==> config.mk <==
export PLATFORM = sky130hd
export DESIGN_NAME = fault_alarm_top
export DESIGN_NICKNAME = d
export VERILOG_FILES = /design/src/rtl/fault_alarm_pkg.sv /design/src/rtl/fault_detect.sv /design/src/rtl/fault_status_bank.sv /design/src/rtl/pin_force.sv /design/src/rtl/fault_alarm_top.sv
export SDC_FILE = /design/constraint.sdc
export NUM_CORES = 1
export LEC_CHECK = 0
export BUFFER_PORTS_ARGS = -buffer_cell sky130_fd_sc_hd__buf_2
export CORE_AREA = 3 3 147 149
export CTS_CLUSTER_SIZE = 40
export DETAILED_ROUTE_END_ITERATION = 12
export DIE_AREA = 0 0 150 152
export PLACE_DENSITY = 0.65
export SLEW_MARGIN = 20
export SYNTH_ARGS = -nofsm -noshare
export SYNTH_HDL_FRONTEND = slang
export SYNTH_SLANG_ARGS = --single-unit
export TNS_END_PERCENT = 30
==> constraint.sdc <==
create_clock -name clk -period 2.2 [get_ports clk]
set_input_delay 0 -clock clk [delete_from_list [all_inputs] [get_ports clk]]
set_output_delay 0 -clock clk [all_outputs]
set_load 0.05 [all_outputs]
==> src/rtl/fault_alarm_pkg.sv <==
package fault_alarm_pkg;

    typedef enum logic [1:0] {
        MODE_REGF = 2'd0,
        MODE_LUT  = 2'd1,
        MODE_MAIN = 2'd2,
        MODE_STOP = 2'd3
    } exec_mode_e;

    localparam int FLT_BITS   = 7;
    localparam int B_REGF_PC  = 0;
    localparam int B_LUT_PC   = 1;
    localparam int B_MAIN_PC  = 2;
    localparam int B_NO_MEM   = 3;
    localparam int B_NEG_IDX  = 4;
    localparam int B_INIT     = 5;
    localparam int B_HALT     = 6;

endpackage

==> src/rtl/fault_detect.sv <==
module fault_detect
    import fault_alarm_pkg::*;
#(
    parameter int PC_W         = 20,
    parameter int ADDR_W       = 20,
    parameter int SPECIAL_BASE = 'h1F0,
    parameter int LUT_LIMIT    = 'h400,
    parameter int RAM_TOP      = 'h80000
) (
    input  logic [1:0]          mode,
    input  logic [PC_W-1:0]     pc,
    input  logic                acc_valid,
    input  logic [ADDR_W:0]     acc_addr,
    input  logic                init_pulse,
    input  logic                halt_pulse,
    output logic [FLT_BITS-1:0] events
);

    localparam logic [PC_W-1:0]   SPEC_PC = PC_W'(SPECIAL_BASE);
    localparam logic [PC_W-1:0]   LUT_PC  = PC_W'(LUT_LIMIT);
    localparam logic [PC_W-1:0]   RAM_PC  = PC_W'(RAM_TOP);
    localparam logic [ADDR_W-1:0] RAM_AD  = ADDR_W'(RAM_TOP);

    exec_mode_e m;
    logic       neg;

    always_comb begin
        m      = exec_mode_e'(mode);
        neg    = acc_addr[ADDR_W];
        events = '0;
        events[B_REGF_PC] = (m == MODE_REGF) && (pc >= SPEC_PC);
        events[B_LUT_PC]  = (m == MODE_LUT)  && (pc >= LUT_PC);
        events[B_MAIN_PC] = (m == MODE_MAIN) && (pc >= RAM_PC);
        events[B_NO_MEM]  = acc_valid && !neg && (acc_addr[ADDR_W-1:0] >= RAM_AD);
        events[B_NEG_IDX] = acc_valid && neg;
        events[B_INIT]    = init_pulse;
        events[B_HALT]    = halt_pulse;
    end

endmodule

==> src/rtl/fault_status_bank.sv <==
module fault_status_bank
    import fault_alarm_pkg::*;
#(
    parameter int N_CORES = 4,
    parameter int DATA_W  = 32,
    parameter int SEL_W   = 3
) (
    input  logic                        clk,
    input  logic                        rst_n,
    input  logic [N_CORES*FLT_BITS-1:0] ev_flat,
    input  logic [SEL_W-1:0]            sel,
    input  logic                        rd_en,
    input  logic                        wr_en,
    input  logic [DATA_W-1:0]           wdata,
    output logic [DATA_W-1:0]           rdata,
    output logic                        err,
    output logic [DATA_W-1:0]           mask_a,
    output logic [DATA_W-1:0]           mask_b
);

    localparam logic [SEL_W-1:0] SEL_MA = SEL_W'(N_CORES);
    localparam logic [SEL_W-1:0] SEL_MB = SEL_W'(N_CORES + 1);

    typedef struct packed {
        logic [N_CORES-1:0][FLT_BITS-1:0] stat;
        logic [DATA_W-1:0]                mask_a;
        logic [DATA_W-1:0]                mask_b;
    } bank_t;

    bank_t st_d, st_q;

    always_comb begin
        st_d = st_q;
        for (int k = 0; k < N_CORES; k++) begin
            logic [FLT_BITS-1:0] kept;
            kept = (rd_en && sel == SEL_W'(k)) ? '0 : st_q.stat[k];
            st_d.stat[k] = kept | ev_flat[k*FLT_BITS +: FLT_BITS];
        end
        if (wr_en && sel == SEL_MA) st_d.mask_a = wdata;
        if (wr_en && sel == SEL_MB) st_d.mask_b = wdata;
    end

    always_ff @(posedge clk or negedge rst_n) begin
        if (!rst_n) st_q <= '0;
        else        st_q <= st_d;
    end

    always_comb begin
        rdata = '0;
        for (int k = 0; k < N_CORES; k++) begin
            if (sel == SEL_W'(k)) rdata[FLT_BITS-1:0] = st_q.stat[k];
        end
        if (sel == SEL_MA) rdata = st_q.mask_a;
        if (sel == SEL_MB) rdata = st_q.mask_b;
    end

    assign err    = |st_q.stat;
    assign mask_a = st_q.mask_a;
    assign mask_b = st_q.mask_b;

endmodule

==> src/rtl/pin_force.sv <==
module pin_force #(
    parameter int DATA_W = 32
) (
    input  logic              alarm,
    input  logic [DATA_W-1:0] pins_in,
    input  logic [DATA_W-1:0] mask,
    output logic [DATA_W-1:0] pins_out
);

    always_comb begin
        pins_out = pins_in | (alarm ? mask : '0);
    end

endmodule

==> src/rtl/fault_alarm_top.sv <==
module fault_alarm_top
    import fault_alarm_pkg::*;
#(
    parameter int N_CORES      = 4,
    parameter int PC_W         = 20,
    parameter int ADDR_W       = 20,
    parameter int SPECIAL_BASE = 'h1F0,
    parameter int LUT_LIMIT    = 'h400,
    parameter int RAM_TOP      = 'h80000,
    localparam int SEL_W       = $clog2(N_CORES + 2),
    localparam int DATA_W      = 32
) (
    input  logic                          clk,
    input  logic                          rst_n,
    input  logic [2*N_CORES-1:0]          core_mode,
    input  logic [PC_W*N_CORES-1:0]       core_pc,
    input  logic [N_CORES-1:0]            core_acc_valid,
    input  logic [(ADDR_W+1)*N_CORES-1:0] core_acc_addr,
    input  logic [N_CORES-1:0]            core_init,
    input  logic [N_CORES-1:0]            core_halt,
    input  logic [SEL_W-1:0]              reg_sel,
    input  logic                          reg_rd,
    input  logic                          reg_wr,
    input  logic [DATA_W-1:0]             reg_wdata,
    output logic [DATA_W-1:0]             reg_rdata,
    input  logic [DATA_W-1:0]             port_a_in,
    input  logic [DATA_W-1:0]             port_b_in,
    output logic [DATA_W-1:0]             port_a_out,
    output logic [DATA_W-1:0]             port_b_out,
    output logic                          err_flag,
    output logic                          irq
);

    logic [N_CORES*FLT_BITS-1:0] ev_flat;
    logic [DATA_W-1:0]           mask_a_w, mask_b_w;
    logic                        alarm;

    for (genvar g = 0; g < N_CORES; g++) begin : g_det
        fault_detect #(
            .PC_W(PC_W), .ADDR_W(ADDR_W), .SPECIAL_BASE(SPECIAL_BASE),
            .LUT_LIMIT(LUT_LIMIT), .RAM_TOP(RAM_TOP)
        ) u_det (
            .mode      (core_mode[g*2 +: 2]),
            .pc        (core_pc[g*PC_W +: PC_W]),
            .acc_valid (core_acc_valid[g]),
            .acc_addr  (core_acc_addr[g*(ADDR_W+1) +: ADDR_W+1]),
            .init_pulse(core_init[g]),
            .halt_pulse(core_halt[g]),
            .events    (ev_flat[g*FLT_BITS +: FLT_BITS])
        );
    end

    fault_status_bank #(
        .N_CORES(N_CORES), .DATA_W(DATA_W), .SEL_W(SEL_W)
    ) u_bank (
        .clk    (clk),
        .rst_n  (rst_n),
        .ev_flat(ev_flat),
        .sel    (reg_sel),
        .rd_en  (reg_rd),
        .wr_en  (reg_wr),
        .wdata  (reg_wdata),
        .rdata  (reg_rdata),
        .err    (alarm),
        .mask_a (mask_a_w),
        .mask_b (mask_b_w)
    );

    pin_force #(.DATA_W(DATA_W)) u_force_a (
        .alarm(alarm), .pins_in(port_a_in), .mask(mask_a_w), .pins_out(port_a_out)
    );
    pin_force #(.DATA_W(DATA_W)) u_force_b (
        .alarm(alarm), .pins_in(port_b_in), .mask(mask_b_w), .pins_out(port_b_out)
    );

    assign err_flag = alarm;
    assign irq      = alarm;

endmodule

== After elaboration in Yosys (flattened, before gate mapping) ==
Index checks and enable logic that the tools add are counted.

* Order comparisons: 16
* Eq/ne operators: 13
* Mux-type cells: 12
* Bitwise gates (word level): 6
* Reduce and logical (&&, ||, !) cells: 40

{| class="wikitable"
|+ Operators with widths
! cell !! count
|-
| greater-or-equal comparator 20 bit (second input constant) || 8
|-
| 2-to-1 mux 32 bit || 4
|-
| greater-or-equal comparator 20 x 11 -> 1 bit (second input constant) || 4
|-
| greater-or-equal comparator 20 x 9 -> 1 bit (second input constant) || 4
|-
| OR 32 bit || 2
|-
| 2-to-1 mux 7 bit || 8
|-
| logical AND 1 bit || 30
|-
| OR 7 bit || 4
|-
| OR reduction 28 bit || 1
|-
| == test 2 x 1 -> 1 bit (second input constant) || 4
|-
| == test 2 bit (second input constant) || 4
|-
| logical NOT 2 bit || 4
|-
| == test 3 x 2 -> 1 bit (second input constant) || 2
|-
| == test 3 bit (second input constant) || 2
|-
| logical NOT 1 bit || 4
|-
| == test 3 x 1 -> 1 bit (second input constant) || 1
|-
| logical NOT 3 bit || 1
|}

* Bits in registers: 92
* Input port bits: 287
* Output and inout port bits: 98

== Longest topological paths before layout ==
* Depth after elaboration: 7
* Mapped depth: 6

== Cells and area by module ==
From an unflattened synthesis, not the netlist that was laid out.

* Cell total of the unflattened synthesis: 484
* Area total of the unflattened synthesis: 5456.5 um^2

{| class="wikitable"
|+ By module, submodules not included
! module !! instances !! cells each !! area an instance (um^2) !! seq. area each (um^2)
|-
| fault_status_bank || 1 || 353 || 4525.6 || 2302.2
|-
| pin_force || 2 || 35 || 276.5 || 0.0
|-
| fault_detect || 4 || 15 || 92.6 || 0.0
|-
| fault_alarm_top || 1 || 1 || 7.5 || 0.0
|}

== Worst setup path before layout ==
OpenSTA, ideal clock, no wires.

* Kind: flip-flop to output port
* Start: register u_bank.st_q[81] (netlist bit)
* End: output irq
* Arrival time: 1.972 ns
* Required time: 2.200 ns
* Setup slack: 0.228 ns
* Stages on the path, launching flop included: 7
* Buffers on the path: 3
* Cells stage by stage: dfrtp_1 > or4_1 > buf_2 > buf_6 > nor3_1 > nand2_1 > buf_4

* Longest elaborated chain between the ends: 1

{| class="wikitable"
|+ Ends and longest elaborated chain
! element !! line !! RTL
|-
| start: declaration || fault_status_bank.sv:30 || <nowiki>bank_t st_d, st_q;</nowiki>
|-
| start signal: assignment || fault_status_bank.sv:45 || <nowiki>else st_q <= st_d;</nowiki>
|-
| OR reduction 28 bit || fault_status_bank.sv:57 || <nowiki>assign err = |st_q.stat;</nowiki>
|-
| end: declaration || fault_alarm_top.sv:31 || <nowiki>output logic irq</nowiki>
|}

No other way between the ends.

== Worst setup path in the final report ==
* Start: register u_bank.st_q[82] (netlist bit)
* End: output port_b_out[13]

* Longest elaborated chain between the ends: 3

{| class="wikitable"
|+ Ends and longest elaborated chain
! element !! line !! RTL
|-
| OR reduction 28 bit || fault_status_bank.sv:57 ||
|-
| 2-to-1 mux 32 bit || pin_force.sv:11 || <nowiki>pins_out = pins_in | (alarm ? mask : '0);</nowiki>
|-
| OR 32 bit || pin_force.sv:11 ||
|-
| end: declaration || fault_alarm_top.sv:29 || <nowiki>output logic [DATA_W-1:0] port_b_out,</nowiki>
|}

No other way between the ends.

==> summary.md <==
Status
• result of the run: finished, final reports clean

GRT
• grt ovf: 0
• via count of the first global-routing pass: 5691
• initial antenna violation count: 3
• wire length of the first global-routing pass: 31000 µm
• largest net degree at the start of global routing: 51
• Total GRT Usage: 17.2%

Route
• routed length on met1: 8440 µm
• DRC violation count after routing: 0
• highest metal layer used by the detailed router: met5
• count of vias placed by the detailed router: 5874
• drt first-iter violations: 224
• metal3 WL: 1630 µm
• via/cell ratio: 4.96
• met2 layer wire length in the routed design: 10700 µm
• drt wl/cell: 17.8 µm
• Antenna Violating Nets Remaining: 0
• routed wire length: 21100 µm
• number of detailed-routing iterations run before antenna repair: 5

Yosys
• Netlist Area Pre-Place: 5360 µm²
• warnings from Yosys: 0
• net count after synthesis: 834
• post-synth top area share: 43.0%
• distinct cell type count after synthesis: 39
• EDFF count, synth: 0
• post-synthesis async set-or-reset flop share: 100%
• sequential area share after synthesis: 43.0%
• Synth Register Bits: 92
• cell type with the highest aggregate area in the netlist: dfrtp_1
• leading cell types by total area after synthesis: dfrtp_1 43%, nor2_1 9.3%, mux2_2 8.0%, a31oi_1 7.7%, mux2_1 6.9%
• leading register cell type out of synthesis: dfrtp_1
• cell count after synthesis: 547
• Post-Synthesis Mean Instance Area: 9.80 µm²

Clocking
• clk root buf: clkbuf_16
• Longest Clk Path Bufs: 2
• number of levels the H-tree was split into: 3
• Clock Latency Late Sink: 330 ps
• clock-pin slew on the worst setup and hold paths: 70 ps
• clock buffers created by TritonCTS: 9
• Num Clock Sinks: 92
• CTS tree: done

Power and ir drop
• maximum resistive drop on vdd: 0.332 mV
• cell-internal power: 3.74 mW
• share of total power in combinational logic: 34.5%
• net switching share of the total power: 37.6%
• power density normalized to cell area: 713 nW/µm²
• LEAKAGE: 3.89 nW
• total power after layout: 6.00 mW
• sw power: 2.26 mW
• part of the power in registers: 38.6%
• clock network fraction of design power: 26.9%

Floorplan
• Die ar.: 22800 µm²
• number of placement rows: 52
• number of I/O pins: 385
• Initial Util: 26.4%
• chip height: 152 µm
• horizontal die dimension: 150 µm
• Core ar.: 20300 µm²

Placement
• port buffer count: 292
• worst-case setup slack after placement: 278 ps
• post-detailed-placement cell area: 7100 µm²
• gpl congestion: 0.825
• HPWL after detailed placement: 15300 µm

Setup path
• biggest cell delay along the critical path: 590 ps
• Worst Reg2Reg Path Length in Cells: 3
• worst endpoint data arrival time: 2140 ps
• largest fanout of any net on the critical path: 12
• Worst Path Required: 2200 ps
• cell with the largest stage delay on the worst path: or4_4
• critical register-to-register path startpoint: u_bank.st_q[71]
• cell-by-cell trace of the critical path: or4_4, nor2_8, buf_12, buf_12, a31oi_1, buf_4
• Reg2Reg Capture Point: u_bank.st_q[71]
• Worst Setup Path Type: reg2out
• Critical Path End Type: output port
• R2R Setup Slk: 640 ps
• Crit. Startpoint: u_bank.st_q[82]
• CP dominant cell by count: buf_12
• crit start category: flop

Cells and area
• total area of multi-input combinational cells: 2780 µm²
• Final #Nets: 1195
• final core utilization: 41.4%
• post-route cell area: 8410 µm²
• Synth-to-Final Area Change: 56.9%
• Reg area: 2300 µm²
• share of final-layout standard cells stronger than drive strength 1: 41.6%
• most common cell after layout, fill and taps aside: buf_2
• number of fill cells in the layout: 2002
• commonest non-fill, non-tap cells in the layout: 276 x buf_2, 133 x nor2_1, 91 x dfrtp_1

Job
• max-cap violation count: 0

Timing
• transition time of the tightest slew-check pin: 625 ps
• hold_ws: 44.3 ps
• number of pins with negative max-slew slack in the final report: 0
• min Tclk post-route: 2140 ps
• worst relative slew slack: 58.3%
• final worst-path setup slack: 56.9 ps
• Max Clk Rate: 467 MHz
• post-route clock skew: 0 ps
• Final Hold Violating Endpoints: 0
• final setup violation count: 0
• fin crit share: 97.4%

Hold path
• origin of the worst min-delay path: core_pc[58]
• Hold Crit Class: in2reg
• Hold EP: u_bank.st_q[79]
• Hold Path Cell Cnt: 4

==> power by group through the flow <==
| stage | clock network, mW | registers (mW) | logic, mW |
|---|---|---|---|
| after floorplan | 0 | 2.20 | 1.37 |
| after global placement | 0 | 2.34 | 1.88 |
| after detailed placement | 0 | 2.35 | 1.90 |
| after CTS | 1.68 | 2.32 | 2.05 |
| after global routing | 1.77 | 2.36 | 2.21 |
| final | 1.61 | 2.31 | 2.07 |
==> how the worst max path moves through the flow <==
| stage | endpoint | cells after the start | slack, ps |
|---|---|---|---|
| after CTS | port_b_out[13] | 5 | 4 |
| after global routing | port_a_out[3] | 6 | -3 |
| after floorplan | irq | 6 | 230 |
| after global placement | port_a_out[0] | 5 | 300 |
| final | port_b_out[13] | 6 | 60 |
| after detailed placement | port_b_out[1] | 5 | 280 |
==> area by class of cell <==
class,instances,share of cell area (%)
Clock buffer,11,3.01
Multi-Input combinational cell,399,33.0
Clock inverter,5,0.699
Sequential cell,92,27.4
Tap cell,270,4.02
Inverter,12,0.536
Timing Repair Buffer,394,31.2
Antenna cell,2,0.0595
==> registers in the layout, indices dropped and copies added (netlist names) <==
signal / flops
u_bank.mask_a: 32
u_bank.mask_b: 32
u_bank.st_q: 28
==> worst max-delay path: cells and delay by family, from the launching register on <==
family,cells,cell delay [ps]
AND/OR/NAND/NOR,2,730
buffers and inverters,3,520
flip-flops,1,410
AO/OA/AOI/OAI,1,140
==> synth_stat cells (3+ instances only) <==
cell / instances
a22o_1: 29
a21o_1: 8
clkbuf_1: 18
a31oi_1: 66
and4_1: 3
o221ai_1: 7
or4_1: 3
inv_1: 12
a32o_1: 12
nand2_1: 5
buf_6: 4
mux2_2: 38
buf_2: 13
buf_4: 9
nor4_1: 11
nor2_1: 133
nor2b_1: 3
dfrtp_1: 92
nand3_1: 3
a22oi_1: 21
mux2_1: 33
==> cells by family (layout without fill, tap and decap cells) <==
group           after synthesis  count (layout)  synth area share [%]
buf+inv                      56             422                  5.42
other cells                   0               2                     0
flops                        92              92                  43.0
simple gates                177             177                  15.5
mux                          71              71                  14.9
compound gates              151             151                  21.2
==> per-stage QoR <==
step / TNS, ps / cells
detailed placement: 0 / 1078
floorplan: 0 / 547
global placement: 0 / 1078
finish: 0 / 1185
global route: -3.35 / 1185
CTS: 0 / 1173
==> timing repair <==
action,CTS,global route
hold buffers,79,0
hold endpoints to repair,138,0
gates resized for setup,4,34
setup buffers,0,6
gates cloned,0,4
setup endpoints to repair,43,62
pin swaps,0,2
==> per-layer routing <==
metal / GRT usage (%) / vias up
met2: 30.2 / 307
met4: 5.66 / 2
met1: 20.2 / 2747
met5: 0 / -
met3: 4.59 / 24
li1: - / 2794
No activity file was read; power rests on OpenSTA's default activity.
